`config.mk`:
```
export PLATFORM = sky130hd
export DESIGN_NAME = coreClkPwrCtl
export DESIGN_NICKNAME = d
export VERILOG_FILES = /design/src/rtl/pwrPkg.sv /design/src/rtl/pwrDatapath.sv /design/src/rtl/pwrControl.sv /design/src/rtl/coreClkPwrCtl.sv
export SDC_FILE = /design/constraint.sdc
export NUM_CORES = 1
export LEC_CHECK = 0
export BUFFER_PORTS_ARGS = -buffer_cell sky130_fd_sc_hd__buf_2
export CORE_AREA = 2 2 66 68
export CTS_CLUSTER_DIAMETER = 40
export DETAILED_ROUTE_END_ITERATION = 12
export DIE_AREA = 0 0 68 70
export PLACE_DENSITY_LB_ADDON = 0.2
export SYNTH_ARGS = -nofsm -noshare
export SYNTH_HDL_FRONTEND = slang
export SYNTH_SLANG_ARGS = --single-unit
```
`constraint.sdc`:
```
create_clock -name clk -period 2 [get_ports clk]
set_input_delay 0.3 -clock clk [delete_from_list [all_inputs] [get_ports clk]]
set_output_delay 0.3 -clock clk [all_outputs]
set_load 0.01 [all_outputs]
```
`src/rtl/pwrPkg.sv`:
```
package pwrPkg;

  typedef enum logic [2:0] {
    PS_NORMAL  = 3'd0,
    PS_HALT    = 3'd1,
    PS_STOPGNT = 3'd2,
    PS_INQUIRE = 3'd3,
    PS_STOPCLK = 3'd4,
    PS_TIMED   = 3'd5
  } pwrState_t;

  typedef struct packed {
    logic loadTmo;
    logic decTmo;
    logic setOrigin;
    logic originSg;
    logic sgEnter;
  } ctlStrobe_t;

endpackage

```
`src/rtl/pwrDatapath.sv`:
```
module pwrDatapath
  import pwrPkg::*;
#(
  parameter int CNT_W       = 8,
  parameter int ADDR_W      = 4,
  parameter int TMO_OFFSET  = 2,
  parameter int IDLE_CYCLES = 8
) (
  input  logic              clk,
  input  logic              rstN,
  input  logic              busClk,
  input  logic              regWrEn,
  input  logic [ADDR_W-1:0] regAddr,
  input  logic [CNT_W-1:0]  regWrData,
  input  ctlStrobe_t        strb,
  output logic              busStopped,
  output logic              tmoWrNz,
  output logic              tmoLast,
  output logic              originSg,
  output logic              stopGrantAck
);

  localparam int IDLE_W = $clog2(IDLE_CYCLES + 1);
  localparam logic [IDLE_W-1:0] IDLE_LIM = IDLE_W'(IDLE_CYCLES);
  localparam logic [ADDR_W-1:0] TMO_ADDR = ADDR_W'(TMO_OFFSET);

  logic              busQ;
  logic [IDLE_W-1:0] idleCnt;
  logic [CNT_W-1:0]  tmoCnt;
  logic              sgPend;

  // Bus clock activity watch: any level change clears the idle count.
  always_ff @(posedge clk or negedge rstN) begin
    if (!rstN) begin
      busQ    <= 1'b0;
      idleCnt <= '0;
    end else begin
      busQ <= busClk;
      if (busClk != busQ)
        idleCnt <= '0;
      else if (idleCnt != IDLE_LIM)
        idleCnt <= idleCnt + 1'b1;
    end
  end

  assign busStopped = (idleCnt == IDLE_LIM);

  // Timed stop-grant down-counter.
  always_ff @(posedge clk or negedge rstN) begin
    if (!rstN)
      tmoCnt <= '0;
    else if (strb.loadTmo)
      tmoCnt <= regWrData;
    else if (strb.decTmo)
      tmoCnt <= tmoCnt - 1'b1;
  end

  assign tmoWrNz = regWrEn && (regAddr == TMO_ADDR) && (|regWrData);
  assign tmoLast = (tmoCnt == CNT_W'(1));

  // Origin of an inquire excursion, and the delayed acknowledge.
  always_ff @(posedge clk or negedge rstN) begin
    if (!rstN) begin
      originSg     <= 1'b0;
      sgPend       <= 1'b0;
      stopGrantAck <= 1'b0;
    end else begin
      if (strb.setOrigin)
        originSg <= strb.originSg;
      sgPend       <= strb.sgEnter;
      stopGrantAck <= sgPend;
    end
  end

endmodule

```
`src/rtl/pwrControl.sv`:
```
module pwrControl
  import pwrPkg::*;
#(
  parameter int LOW_POWER = 1
) (
  input  logic       clk,
  input  logic       rstN,
  input  logic       haltDone,
  input  logic       stopClkN,
  input  logic       inqReq,
  input  logic       inqDone,
  input  logic       intrEvt,
  input  logic       resetEvt,
  input  logic       busStopped,
  input  logic       tmoWrNz,
  input  logic       tmoLast,
  input  logic       originIn,
  output pwrState_t  state,
  output logic       coreClkEn,
  output ctlStrobe_t strb
);

  localparam bit HAS_TIMED = (LOW_POWER != 0);

  pwrState_t nxt;

  always_comb begin
    nxt  = state;
    strb = '0;
    if (resetEvt) begin
      nxt = PS_NORMAL;
    end else begin
      case (state)
        PS_NORMAL: begin
          if (!stopClkN) begin
            nxt          = PS_STOPGNT;
            strb.sgEnter = 1'b1;
          end else if (haltDone) begin
            nxt = PS_HALT;
          end else if (HAS_TIMED && tmoWrNz) begin
            nxt          = PS_TIMED;
            strb.loadTmo = 1'b1;
          end
        end
        PS_HALT: begin
          if (intrEvt) begin
            nxt = PS_NORMAL;
          end else if (!stopClkN) begin
            nxt          = PS_STOPGNT;
            strb.sgEnter = 1'b1;
          end else if (inqReq) begin
            nxt            = PS_INQUIRE;
            strb.setOrigin = 1'b1;
            strb.originSg  = 1'b0;
          end
        end
        PS_STOPGNT: begin
          if (stopClkN) begin
            nxt = PS_NORMAL;
          end else if (inqReq) begin
            nxt            = PS_INQUIRE;
            strb.setOrigin = 1'b1;
            strb.originSg  = 1'b1;
          end else if (busStopped) begin
            nxt = PS_STOPCLK;
          end
        end
        PS_INQUIRE: begin
          if (inqDone)
            nxt = originIn ? PS_STOPGNT : PS_HALT;
        end
        PS_STOPCLK: begin
          if (!busStopped)
            nxt = PS_STOPGNT;
        end
        PS_TIMED: begin
          strb.decTmo = 1'b1;
          if (tmoLast)
            nxt = PS_NORMAL;
        end
        default: nxt = PS_NORMAL;
      endcase
    end
  end

  always_ff @(posedge clk or negedge rstN) begin
    if (!rstN) begin
      state     <= PS_NORMAL;
      coreClkEn <= 1'b1;
    end else begin
      state     <= nxt;
      coreClkEn <= (nxt == PS_NORMAL);
    end
  end

endmodule

```
`src/rtl/coreClkPwrCtl.sv`:
```
module coreClkPwrCtl
  import pwrPkg::*;
#(
  parameter int LOW_POWER       = 1,
  parameter int CNT_W           = 8,
  parameter int ADDR_W          = 4,
  parameter int TMO_OFFSET      = 2,
  parameter int BUS_IDLE_CYCLES = 8
) (
  input  logic              clk,
  input  logic              rstN,
  input  logic              busClk,
  input  logic              haltDone,
  input  logic              stopClkN,
  input  logic              inqReq,
  input  logic              inqDone,
  input  logic              intrEvt,
  input  logic              resetEvt,
  input  logic              regWrEn,
  input  logic [ADDR_W-1:0] regAddr,
  input  logic [CNT_W-1:0]  regWrData,
  output logic [2:0]        pwrState,
  output logic              coreClkEn,
  output logic              stopGrantAck
);

  ctlStrobe_t strb;
  pwrState_t  curState;
  logic       busStopped;
  logic       tmoWrNz;
  logic       tmoLast;
  logic       originSg;

  pwrControl #(.LOW_POWER(LOW_POWER)) uCtl (
    .clk(clk), .rstN(rstN),
    .haltDone(haltDone), .stopClkN(stopClkN),
    .inqReq(inqReq), .inqDone(inqDone),
    .intrEvt(intrEvt), .resetEvt(resetEvt),
    .busStopped(busStopped), .tmoWrNz(tmoWrNz),
    .tmoLast(tmoLast), .originIn(originSg),
    .state(curState), .coreClkEn(coreClkEn), .strb(strb)
  );

  pwrDatapath #(
    .CNT_W(CNT_W), .ADDR_W(ADDR_W),
    .TMO_OFFSET(TMO_OFFSET), .IDLE_CYCLES(BUS_IDLE_CYCLES)
  ) uDp (
    .clk(clk), .rstN(rstN), .busClk(busClk),
    .regWrEn(regWrEn), .regAddr(regAddr), .regWrData(regWrData),
    .strb(strb), .busStopped(busStopped), .tmoWrNz(tmoWrNz),
    .tmoLast(tmoLast), .originSg(originSg), .stopGrantAck(stopGrantAck)
  );

  assign pwrState = curState;

endmodule

```
==> summary.md <==
| Metric | Value |
|---|---|
| Flop2flop setup slack | `0.21 ns` |
| Post-synth EDFFs | `0` |
| CP Capture Type | `flip-flop` |
| Chip height | `70 µm` |
| Fin nets | `179` |
| Non-Filler Instances | `204` |
| GRT overflow | `0` |
| Tot Pwr | `958.3 µW` |
| Hold-fix buffers, CTS | `1` |
| Dpl ws | `0.1317 ns` |
| Max layer used | `met4` |
| PortBufs | `26` |
| Tot GR Track Use | `0.1295` |
| Worst Path Arrival | `1.94 ns` |
| Final HPWL DP | `2.228 mm` |
| Clock share of power | `0.282` |
| Most common flop cell mapped by yosys | `dfrtp_1` |
| Drc violations | `0` |
| Clock Skew | `0.008725 ns` |
| WL met1 | `1.201 mm` |
| Final Core Density | `0.3508` |
| Combinational group share of total power | `0.212` |
| CP required | `2.14 ns` |
| Worst-path clk slew | `0.08 ns` |
| Largest net degree at the start of global routing | `21` |
| Yosys top cell by area | `dfrtp_1` |
| Leakage power | `0.6586 nW` |
| Synthesis warning total | `0` |
| Antenna Cells | `0` |
| Met3 WL | `135 µm` |
| Vias per cell | `5.000` |
| DRT iter0 DRCs | `48` |
| DRT antenna net count | `0` |
| Design Area, Final | `1454 µm²` |
| Root buf cell | `clkbuf_8` |
| Power Density | `659.1 nW/µm²` |
| Clk_lat worst skew | `0.26 ns` |
| Worst ir drop on vdd | `323.9 µV` |
| Crit share post-route | `0.8975` |
| Layout area overhead | `23.35%` |
| Antenna violations before repair | `0` |
| H-tree depth | `1` |
| CP max FO | `8` |
| Psw | `270.3 µW` |
| TNS Setup | `0 ns` |
| Fraction of layout cells with a size suffix above 1 | `0.2566` |
| Hold Slack | `0.1747 ns` |
| Synth top area share | `0.4034` |
| Final Hold Viols | `0` |
| RSZ-0062 raised after global routing | `no` |
| Post-synthesis cell count | `118` |
| Leading cell types by total area after synthesis | `dfrtp_1 (40%), mux2_1 (5.7%), xnor2_1 (5.2%)` |
| Worst-Margin Slew | `0.4596 ns` |
| Sequential power share | `0.506` |
| Postcts setup bufs | `0` |
| Reg2reg start | `uCtl.state[2]` |
| Wirelength per Cell | `13.69 µm` |
| First-pass GRT wire length | `4.698 mm` |
| Core area | `4144 µm²` |
| CTS buffer count | `3` |
| Clock tree buffer depth | `2` |
| Cell Area, Placed | `1399 µm²` |
| Final setup fails | `0` |
| Status | `finished clean` |
| Fmax achieved | `557.1 MHz` |
| TritonRoute pass-1 iters | `4` |
| Final min period | `1.795 ns` |
| HP Class | `primary input to flip-flop` |
| Chip width | `68 µm` |
| Synth async-reset ratio | `1.000` |
| Fillers | `431` |
| Clk sinks | `20` |
| Critical path class | `flip-flop to flip-flop` |
| Mapped Avg Cell Area | `9.988 µm²` |
| Crit. Startpoint | `uCtl.state[2]` |
| Vias in the first global route | `1058` |
| Synth Net Count | `144` |
| Min setup slack post-route | `0.2051 ns` |
| Max-cap viol count | `0` |
| R2r worst-path depth | `4` |
| Starting Density | `0.2844` |
| Dpl cells | `199` |
| Gp weighted congestion | `0.7845` |
| Vias | `1020` |
| Sw frac | `0.2821` |
| Die Footprint | `4760 µm²` |
| Sequential area share after synthesis | `0.4257` |
| Slew margin rel. | `0.6936` |
| Synthesis-stage register bit count | `20` |
| Internal power | `687.9 µW` |
| Number of library cell types mapped by synthesis | `40` |
| Worst Setup Start Kind | `flip-flop` |
| Slew Limit Fails | `0` |
| I/O Pins | `27` |
| Crit path to | `uDp.tmoCnt[0]` |
| Worst r2r dst | `uDp.tmoCnt[0]` |
| Netlist Area Pre-Place | `1179 µm²` |
| Total Wirelength | `2.792 mm` |
| FP Rows | `24` |
| CTS resizes | `0` |
| Met2 routed WL | `1.435 mm` |
| CTS tree | `done` |
==> final cells by class <==
cell class	instances	area, µm²	area share
timing repair buffer	32	177.7	0.1222
sequential	20	501.7	0.3451
clock buffer	4	45.04	0.03098
inverter	7	26.28	0.01807
multi-input combinational	89	638.1	0.4389
tap	52	65.06	0.04475
==> kinds of logic (layout without fill, tap and decap cells) <==
group	count (synthesis)	in the layout	share of synthesized area
AO/OA/AOI/OAI	23	23	0.1348
XOR/XNOR	10	10	0.07432
adder cells (fa/ha/maj)	4	4	0.04246
buffers and inverters	9	43	0.03291
flip-flops	20	20	0.4257
multiplexers	6	6	0.05732
AND/OR/NAND/NOR	46	46	0.2325
==> Yosys cell counts, types with 2 or more instances <==
cell type	count
dfrtp_1	19
nand2_1	11
inv_1	7
nor2_1	7
xnor2_1	7
mux2_1	6
a21oi_1	5
ha_1	4
nor3_1	4
nor4_1	4
nand3_1	3
o21ai_1	3
xor2_1	3
a211o_1	2
a22oi_1	2
a41oi_1	2
nand2b_1	2
nand4bb_1	2
nor3b_1	2
o31ai_1	2
or3_1	2
==> power by group through the flow <==
stage | combinational, mW | clock [mW] | sequential (mW)
2_1_floorplan | 0.120 | 0 | 0.486
3_3_place_gp | 0.199 | 0 | 0.490
3_5_place_dp | 0.204 | 0 | 0.492
4_1_cts | 0.207 | 0.289 | 0.484
5_1_grt | 0.229 | 0.306 | 0.490
6_report | 0.203 | 0.270 | 0.485
==> layer usage <==
layer,vias to the layer above,track usage
li1,499,-
met3,2,0.03382
met5,-,0
met4,0,0.02667
met1,489,0.1590
met2,30,0.2233
==> flip-flops by register name (all words and copies together), names as in the netlist <==
name              flops
uDp.tmoCnt            8
uDp.idleCnt           4
uCtl.state            3
uCtl.coreClkEn        1
uDp.busQ              1
uDp.originSg          1
uDp.sgPend            1
uDp.stopGrantAck      1
==> critical path, cell delays in order (launching register included) <==
cell and delay, ns:
dfrtp_1 0.38, or3b_4 0.42, nor3_4 0.12, and3_1 0.39, mux2_1 0.36
==> layout by cell type (no fill, tap or decap), types with 2 or more instances in the layout <==
| cell type | count |
|---|---|
| a41oi_1 | 2 |
| a22oi_1 | 2 |
| or3_1 | 2 |
| nor4_1 | 4 |
| a21oi_1 | 5 |
| xnor2_1 | 7 |
| buf_2 | 26 |
| a211o_1 | 2 |
| clkbuf_8 | 3 |
| nor3b_1 | 2 |
| nor3_1 | 4 |
| ha_1 | 4 |
| o31ai_1 | 2 |
| nand2b_1 | 2 |
| nand3_1 | 3 |
| nand4bb_1 | 2 |
| nor2_1 | 7 |
| mux2_1 | 6 |
| buf_4 | 5 |
| o21ai_1 | 3 |
| xor2_1 | 3 |
| dfrtp_1 | 19 |
| inv_1 | 7 |
| nand2_1 | 11 |
==> how the worst min path moves through the flow <==
stage | endpoint | start | cells after the start
2_1_floorplan | uCtl.state[0] | rstN | 0
3_3_place_gp | uDp.tmoCnt[4] | rstN | 1
3_5_place_dp | uDp.tmoCnt[4] | rstN | 1
4_1_cts | uDp.busQ | busClk | 1
5_1_grt | uDp.busQ | busClk | 1
6_report | uDp.busQ | busClk | 1
No activity file was read; power rests on OpenSTA's default activity.
